==> src/rtl/pwm2_pkg.sv <==
package pwm2_pkg;
   typedef struct packed {
      logic hi;
      logic lo;
      logic smp;
   } gate_t;
endpackage

==> src/rtl/pwm2_period_ctr.sv <==
module pwm2_period_ctr #(
   parameter int PERIOD = 24,
   localparam int W = $clog2(PERIOD)
) (
   input  logic         clk,
   input  logic         rst_n,
   input  logic         hold,
   output logic [W-1:0] cnt
);
   always_ff @(posedge clk or negedge rst_n) begin
      if (!rst_n)                       cnt <= '0;
      else if (hold)                    cnt <= '0;
      else if (cnt == W'(PERIOD - 1))   cnt <= '0;
      else                              cnt <= cnt + 1'b1;
   end
endmodule

==> src/rtl/pwm2_chan.sv <==
module pwm2_chan
   import pwm2_pkg::*;
#(
   parameter int PERIOD = 24,
   parameter int GAP    = 2,
   parameter int SMP_AT = 2,
   parameter int OFFSET = 0,
   localparam int W     = $clog2(PERIOD),
   localparam int PW    = W + 2,
   localparam int THIRD = PERIOD / 3
) (
   input  logic         clk,
   input  logic         rst_n,
   input  logic         hold,
   input  logic [W-1:0] cnt,
   input  logic [W-1:0] thr,
   output gate_t        gate
);
   logic [W:0]    sum;
   logic [W-1:0]  ph;
   logic [W-1:0]  thr_q;
   logic [PW-1:0] ph_x, lo_mark, on_mark;
   logic          fits;
   gate_t         gate_n;

   // local phase of this channel
   always_comb begin
      sum = {1'b0, cnt} + (W+1)'(OFFSET);
      if (sum >= (W+1)'(PERIOD)) sum = sum - (W+1)'(PERIOD);
      ph = sum[W-1:0];
   end

   // threshold captured at cycle start; max value means "no pulse"
   always_ff @(posedge clk or negedge rst_n) begin
      if (!rst_n)         thr_q <= '1;
      else if (hold)      thr_q <= '1;
      else if (ph == '0)  thr_q <= thr;
   end

   always_comb begin
      ph_x    = PW'(ph);
      lo_mark = (PW'(thr_q) > PW'(THIRD)) ? PW'(thr_q) : PW'(THIRD);
      on_mark = lo_mark + PW'(GAP);
      fits    = (on_mark <= PW'(PERIOD - 1));
      gate_n.hi  = fits && (ph_x >= on_mark);
      gate_n.lo  = !(fits && (ph_x >= lo_mark));
      gate_n.smp = (ph == W'(SMP_AT));
   end

   always_ff @(posedge clk or negedge rst_n) begin
      if (!rst_n)    gate <= '0;
      else if (hold) gate <= '0;
      else           gate <= gate_n;
   end
endmodule

==> src/rtl/pwm2_seq.sv <==
module pwm2_seq
   import pwm2_pkg::*;
#(
   parameter int PERIOD = 24,
   parameter int GAP    = 2,
   parameter int SMP_AT = 2,
   localparam int W     = $clog2(PERIOD),
   localparam int NCH   = 2
) (
   input  logic         clk,
   input  logic         rst_n,
   input  logic         drv_off,
   input  logic [W-1:0] thr_a,
   input  logic [W-1:0] thr_b,
   output logic         hi_a,
   output logic         lo_a,
   output logic         smp_a,
   output logic         hi_b,
   output logic         lo_b,
   output logic         smp_b
);
   initial begin
      if (PERIOD % 6 != 0)                     $display("pwm2_seq: PERIOD must be a multiple of 6");
      if (GAP < 1)                             $display("pwm2_seq: GAP must be at least 1");
      if (SMP_AT >= PERIOD / 3)                $display("pwm2_seq: SMP_AT must lie in the forced-off window");
      if (PERIOD / 3 + GAP > PERIOD - 1)       $display("pwm2_seq: GAP leaves no room for a pulse");
   end

   logic [W-1:0] cnt;
   logic [W-1:0] thr [NCH];
   gate_t        g   [NCH];

   assign thr[0] = thr_a;
   assign thr[1] = thr_b;

   pwm2_period_ctr #(.PERIOD(PERIOD)) i_ctr (
      .clk(clk), .rst_n(rst_n), .hold(drv_off), .cnt(cnt)
   );

   for (genvar i = 0; i < NCH; i++) begin : g_ch
      pwm2_chan #(
         .PERIOD(PERIOD), .GAP(GAP), .SMP_AT(SMP_AT),
         .OFFSET(i * PERIOD / NCH)
      ) i_ch (
         .clk(clk), .rst_n(rst_n), .hold(drv_off),
         .cnt(cnt), .thr(thr[i]), .gate(g[i])
      );
   end

   assign hi_a  = g[0].hi;
   assign lo_a  = g[0].lo;
   assign smp_a = g[0].smp;
   assign hi_b  = g[1].hi;
   assign lo_b  = g[1].lo;
   assign smp_b = g[1].smp;
endmodule

==> config.mk <==
export PLATFORM = sky130hd
export DESIGN_NAME = pwm2_seq
export DESIGN_NICKNAME = d
export VERILOG_FILES = /design/src/rtl/pwm2_pkg.sv /design/src/rtl/pwm2_period_ctr.sv /design/src/rtl/pwm2_chan.sv /design/src/rtl/pwm2_seq.sv
export SDC_FILE = /design/constraint.sdc
export NUM_CORES = 1
export LEC_CHECK = 0
export BUFFER_PORTS_ARGS = -buffer_cell sky130_fd_sc_hd__buf_2
export CORE_MARGIN = 3
export CORE_UTILIZATION = 58
export CTS_CLUSTER_DIAMETER = 100
export DETAILED_ROUTE_END_ITERATION = 16
export PLACE_DENSITY = 0.79
export RECOVER_POWER = 50
export SLEW_MARGIN = 10
export SYNTH_ARGS = -nofsm -noshare
export SYNTH_HDL_FRONTEND = slang
export SYNTH_HIERARCHICAL = 1
export SYNTH_SLANG_ARGS = --single-unit
==> constraint.sdc <==
create_clock -name clk -period 2.5 [get_ports clk]
set_input_delay 0.25 -clock clk [delete_from_list [all_inputs] [get_ports clk]]
set_output_delay 0.25 -clock clk [all_outputs]
set_load 0.01 [all_outputs]
### After elaboration in Yosys (flattened, before gate mapping)

Cells that the tools add are included.

* bits in registers: 21
* bits in latches: 0
* memory bits (writable): 0
* ROM bits: 0
* input port bits: 13
* logic and storage cells: 50
* memories kept: 0

* $add $sub $neg: 6
* multipliers: 0
* div/mod/pow operators: 0
* magnitude comparators: 10
* eq/ne operators: 3
* shifts and indexed selects: 0
* mux-type cells: 12
* bitwise logic cells: 0
* reductions and logical operators: 10

Operators with widths (count)
* 2-to-1 mux 5 bit: 10
* >= comparator 5 x 7 -> 1 bit: 4
* adder 7 x 2 -> 7 bit (second input constant): 2
* less-or-equal comparator 7 x 5 -> 1 bit (second input constant): 2
* equality test 5 x 2 -> 1 bit (second input constant): 2
* greater-than comparator 5 x 4 -> 1 bit (second input constant): 2
* logical NOT 5 bit: 2
* subtractor 5 bit (second input constant): 2
* adder 5 x 4 -> 6 bit (second input constant): 1
* >= comparator 6 x 5 -> 1 bit (second input constant): 1
* 2-to-1 mux 3 bit: 2
* adder 5 x 1 -> 5 bit (second input constant): 1
* equality test 5 bit (second input constant): 1
* >= comparator 5 bit (second input constant): 1
* logical AND 1 bit: 4
* nonzero test 2 bit: 2
* logical NOT 1 bit: 2

### Depth between registers and ports, before layout

* depth after elaboration: 7
* mapped depth: 9
* mapped depth without buffers: 9

### Hierarchy

Netlist, hierarchy kept.

Modules (own cells, without submodules)
* pwm2_chan (g_ch[1].i_ch): times used 1, cells each 84, area each 739.5 um^2
* pwm2_chan (g_ch[0].i_ch): times used 1, cells each 70, area each 625.6 um^2
* pwm2_period_ctr: times used 1, cells each 18, area each 226.5 um^2

### Least setup slack after synthesis

OpenSTA, ideal clock, no wires.

* path kind: register to register
* start: register i_ctr.cnt[2]
* end: register g_ch[1].i_ch/gate[2] (netlist bit)
* arrival: 2032 ps
* data required time: 2380 ps
* slack: 348 ps
* stages on the path, launching flop included: 10
* buffers on the path: 0
* period minus slack after synthesis: 2152 ps
* cell sequence: dfrtp_1 inv_1 ha_1 nor3b_1 o21ai_0 nand2_1 ha_1 a21oi_1 o21ai_0 and3b_1

* cells in the longest elaborated chain, start to end: 6

Ends and longest elaborated chain
* from (decl): RTL line pwm2_period_ctr.sv:8 `output logic [W-1:0] cnt`
* from (signal assigned): RTL line pwm2_period_ctr.sv:14 `else cnt <= cnt + 1'b1;`
* adder 5 x 4 -> 6 bit *: RTL line pwm2_chan.sv:28 `sum = {1'b0, cnt} + (W+1)'(OFFSET);`
* subtractor 5 bit or >= comparator 6 x 5 -> 1 bit (tied branches): RTL line pwm2_chan.sv:29 `if (sum >= (W+1)'(PERIOD)) sum = sum - (W+1)'(PERIOD);`
* 2-to-1 mux 5 bit *: RTL line pwm2_chan.sv:29
* >= comparator 5 x 7 -> 1 bit *: RTL line pwm2_chan.sv:45 `gate_n.hi = fits && (ph_x >= on_mark);`
* logical AND 1 bit *: RTL line pwm2_chan.sv:45
* 2-to-1 mux 3 bit *: RTL line pwm2_chan.sv:52 `else if (hold) gate <= '0;`
* to (signal assigned): RTL line pwm2_chan.sv:53 `else gate <= gate_n;`
* to (decl): RTL line pwm2_chan.sv:17 `output gate_t gate`

Mark *: on every way between the ends. The rest lies on a longest branch, timed or not.
A chain may end at the register's enable or synchronous reset.

### Worst setup path in the final report

* start: register g_ch[0].i_ch.thr_q[4]
* end: register g_ch[0].i_ch/gate[2] (netlist bit)

* cells in the longest elaborated chain, start to end: 6

Ends and longest elaborated chain
* from (decl): RTL line pwm2_chan.sv:21 `logic [W-1:0] thr_q;`
* from (signal assigned): RTL line pwm2_chan.sv:37 `else if (ph == '0) thr_q <= thr;`
* greater-than comparator 5 x 4 -> 1 bit: RTL line pwm2_chan.sv:42 `lo_mark = (PW'(thr_q) > PW'(THIRD)) ? PW'(thr_q) : PW'(THIRD);`
* 2-to-1 mux 5 bit *: RTL line pwm2_chan.sv:42
* adder 7 x 2 -> 7 bit *: RTL line pwm2_chan.sv:43 `on_mark = lo_mark + PW'(GAP);`
* less-or-equal comparator 7 x 5 -> 1 bit or >= comparator 5 x 7 -> 1 bit (tied branches): RTL line pwm2_chan.sv:44, pwm2_chan.sv:45
* logical AND 1 bit *: RTL line pwm2_chan.sv:45
* 2-to-1 mux 3 bit *: RTL line pwm2_chan.sv:52
* to (signal assigned): RTL line pwm2_chan.sv:53
* to (decl): RTL line pwm2_chan.sv:17

Marked as above.

==> metrics.yaml <==
cp.arrival_ns: 2.42
via_count: 1287
cts_setup_buffers: 0
holdWs_ns: 0.169
holdCritPathClass: "primary input to flip-flop"
grt_max_degree: 35
cts_sinks: 21
yosysWarnings: 6
clk_pin_slew_ns: 0.12
drt_iter0_markers: 65
fp.dieH_um: 58.4
cts-buffers-inserted: 3
drc_errors: 0
async_flop_share: 1.00
final_cell_mix: "ha_1 (23), nor2_1 (21), a21oi_1 (14), buf_2 (14), inv_1 (12)"
r2r_end: "g_ch[0].i_ch/gate[2]"
cp-end-kind: "flip-flop"
antenna_found_initial: 0
fp-row-count: 18
fin_crit_ns: 2.21
drive_gt1_frac: 0.174
use_met1: 0.266
setup_slack_ns: 0.289
ys_types: 33
placed_cells: 220
p_sw_mw: 0.238
final_common_cell: "ha_1"
slew_viol_final: 0
htreeDepth: 1
reg2reg_from: "g_ch[0].i_ch/thr_q[4]"
rsz0062_at_grt: "no"
switching_share: 0.317
cap_violations: 0
worstPathRequired_ns: 2.71
fmax_mhz: 452
grt_pass1_vias: 1268
synth_seq_area_share: 0.338
nets: 232
port_buffers: 18
slew_headroom: 0.251
globalRouteOverflowTotal: 0
wl_per_cell_um: 14.0
preCtsSetupSlack_ns: 0.308
top_usage_layer: "met2"
dieArea_mm2: 0.00341
p_per_area_mw_per_mm2: 429
avgSynthCellArea_um2: 9.25
ios: 19
crit_type: "flip-flop to flip-flop"
cp_max_fo: 6
coreArea_mm2: 0.00254
ant_nets: 0
finalWeightedCongestion: 0.878
hold_violations: 0
cts_tree: "done"
ir_drop_mv: 0.416
p_seq_frac: 0.511
grt_pass1_wl_mm: 5.42
syn_inst: 172
dp_hpwl_mm: 2.39
synth.net_count: 208
fin_crit_sh: 0.884
setup-tns-final_ns: 0
worst_pin_slew_ns: 1.12
clockPowerShare: 0.221
fin_skew_ns: 0.00399
layout.cells.non_filler: 225
layout-area-overhead-vs-synth_pct: 10.5
initial_core_util: 0.625
r2r_slack_ns: 0.29
fp.dieW_um: 58.4
hp-start: "thr_a[4]"
grt_usage: 0.203
syn_area_mm2: 0.00159
clk_latency_ns: 0.31
grt_use_met2: 0.343
p_int_mw: 0.515
p_comb_frac: 0.267
synth_edf_count: 0
dr.pass1.iters: 4
final-setup-viol-count: 0
synth_ff_type: "dfrtp_1"
antenna_cells: 0
cts-root-buf: "clkbuf_4"
status: "complete, no violations"
via_per_inst: 5.72
routed_wl_mm: 3.15
cts_resized: 0
cts_buffer_depth: 2
use_met3: 0.0263
cp-start-kind: "flip-flop"
fin_util: 0.691
holdPathEnd: "g_ch[0].i_ch/thr_q[4]"
leakage_nw: 0.838
whs_path_depth: 3
rr_worst_depth: 9
ys_ff_latch: 21
[synth_stat cells, types with 2 or more instances]
master,instances,share of area
o22ai_1,2,0.0079
nand3_1,6,0.019
clkbuf_1,2,0.0047
ha_1,23,0.18
nor3_1,9,0.028
inv_1,12,0.028
dfstp_2,10,0.17
nand2b_1,4,0.016
nor2b_1,6,0.024
and2b_1,3,0.014
nand2_1,9,0.021
a21oi_1,14,0.044
a211o_1,3,0.017
nor2_1,21,0.050
dfrtp_1,11,0.17
xor2_1,3,0.017
o21ai_0,7,0.022
a221oi_1,2,0.011
nor4b_1,2,0.011
and3b_1,2,0.011
xnor2_1,3,0.017
a21o_1,2,0.0094
mux2i_1,6,0.038
[flip-flops by register name (all words and copies together) (netlist names)]
| register | cells |
|---|---|
| g_ch.i_ch/gate | 6 |
| i_ctr/cnt | 5 |
| g_ch.i_ch/thr_q | 10 |
[how the worst max path moves through the flow]
stage	from	end	slack, ns
2_1_floorplan	i_ctr/cnt[2]	g_ch[1].i_ch/gate[2]	0.35
3_3_place_gp	g_ch[0].i_ch/thr_q[4]	g_ch[0].i_ch/gate[2]	0.37
3_5_place_dp	g_ch[0].i_ch/thr_q[4]	g_ch[0].i_ch/gate[2]	0.31
4_1_cts	g_ch[0].i_ch/thr_q[4]	g_ch[0].i_ch/gate[2]	0.28
5_1_grt	g_ch[0].i_ch/thr_q[4]	g_ch[0].i_ch/gate[2]	0.10
6_report	g_ch[0].i_ch/thr_q[4]	g_ch[0].i_ch/gate[2]	0.29
[metal layers]
layer	part of all wire	wire length [µm]	up-vias
li1	-	-	654
met1	0.47	1500	606
met2	0.47	1490	23
met3	0.040	126	4
met4	0.013	42	0
met5	0	0	-
[cell type report]
class	instances	area, µm²
clock buffer	4	26.3
fill	224	787
inverter	12	45.0
multi-input combinational	137	1000
sequential	21	538
tap	30	37.5
timing repair buffer	21	110
[worst max-delay path, stage by stage, from the launching register on]
cell and delay (ns):
dfstp_2 0.41, o21ai_0 0.29, inv_1 0.10, ha_1 0.29
inv_1 0.04, ha_1 0.28, nor2b_1 0.13, a221oi_1 0.26
o21ai_0 0.13, and3b_1 0.19
[cells by family after synthesis]
family	Yosys count	share of synthesized area
AO/OA/AOI/OAI	32	0.121
AND/OR/NAND/NOR	68	0.237
XOR/XNOR	7	0.0432
adder cells (fa/ha/maj)	23	0.181
multiplexers	7	0.0464
buffers and inverters	14	0.0330
flip-flops	21	0.338
[power groups by stage]
stage / clock (mW) / combinational, mW / sequential (mW)
2_1_floorplan: 0 / 0.137 / 0.392
6_report: 0.167 / 0.201 / 0.385
5_1_grt: 0.192 / 0.233 / 0.388
4_1_cts: 0.177 / 0.203 / 0.385
3_3_place_gp: 0 / 0.186 / 0.390
3_5_place_dp: 0 / 0.201 / 0.391
[timing repair]
action                                 in CTS  in global routing
hold buffers                                1                  0
endpoints found under the hold margin      11                  0
setup endpoints to repair                   0                  0
[per-stage QoR]
stage	area, µm²	power [mW]
CTS	1760	0.765
global placement	1730	0.576
detailed placement	1730	0.592
floorplan	1590	0.529
global route	1760	0.813
finish	1760	0.753
Power figures use the tool's default switching activity.
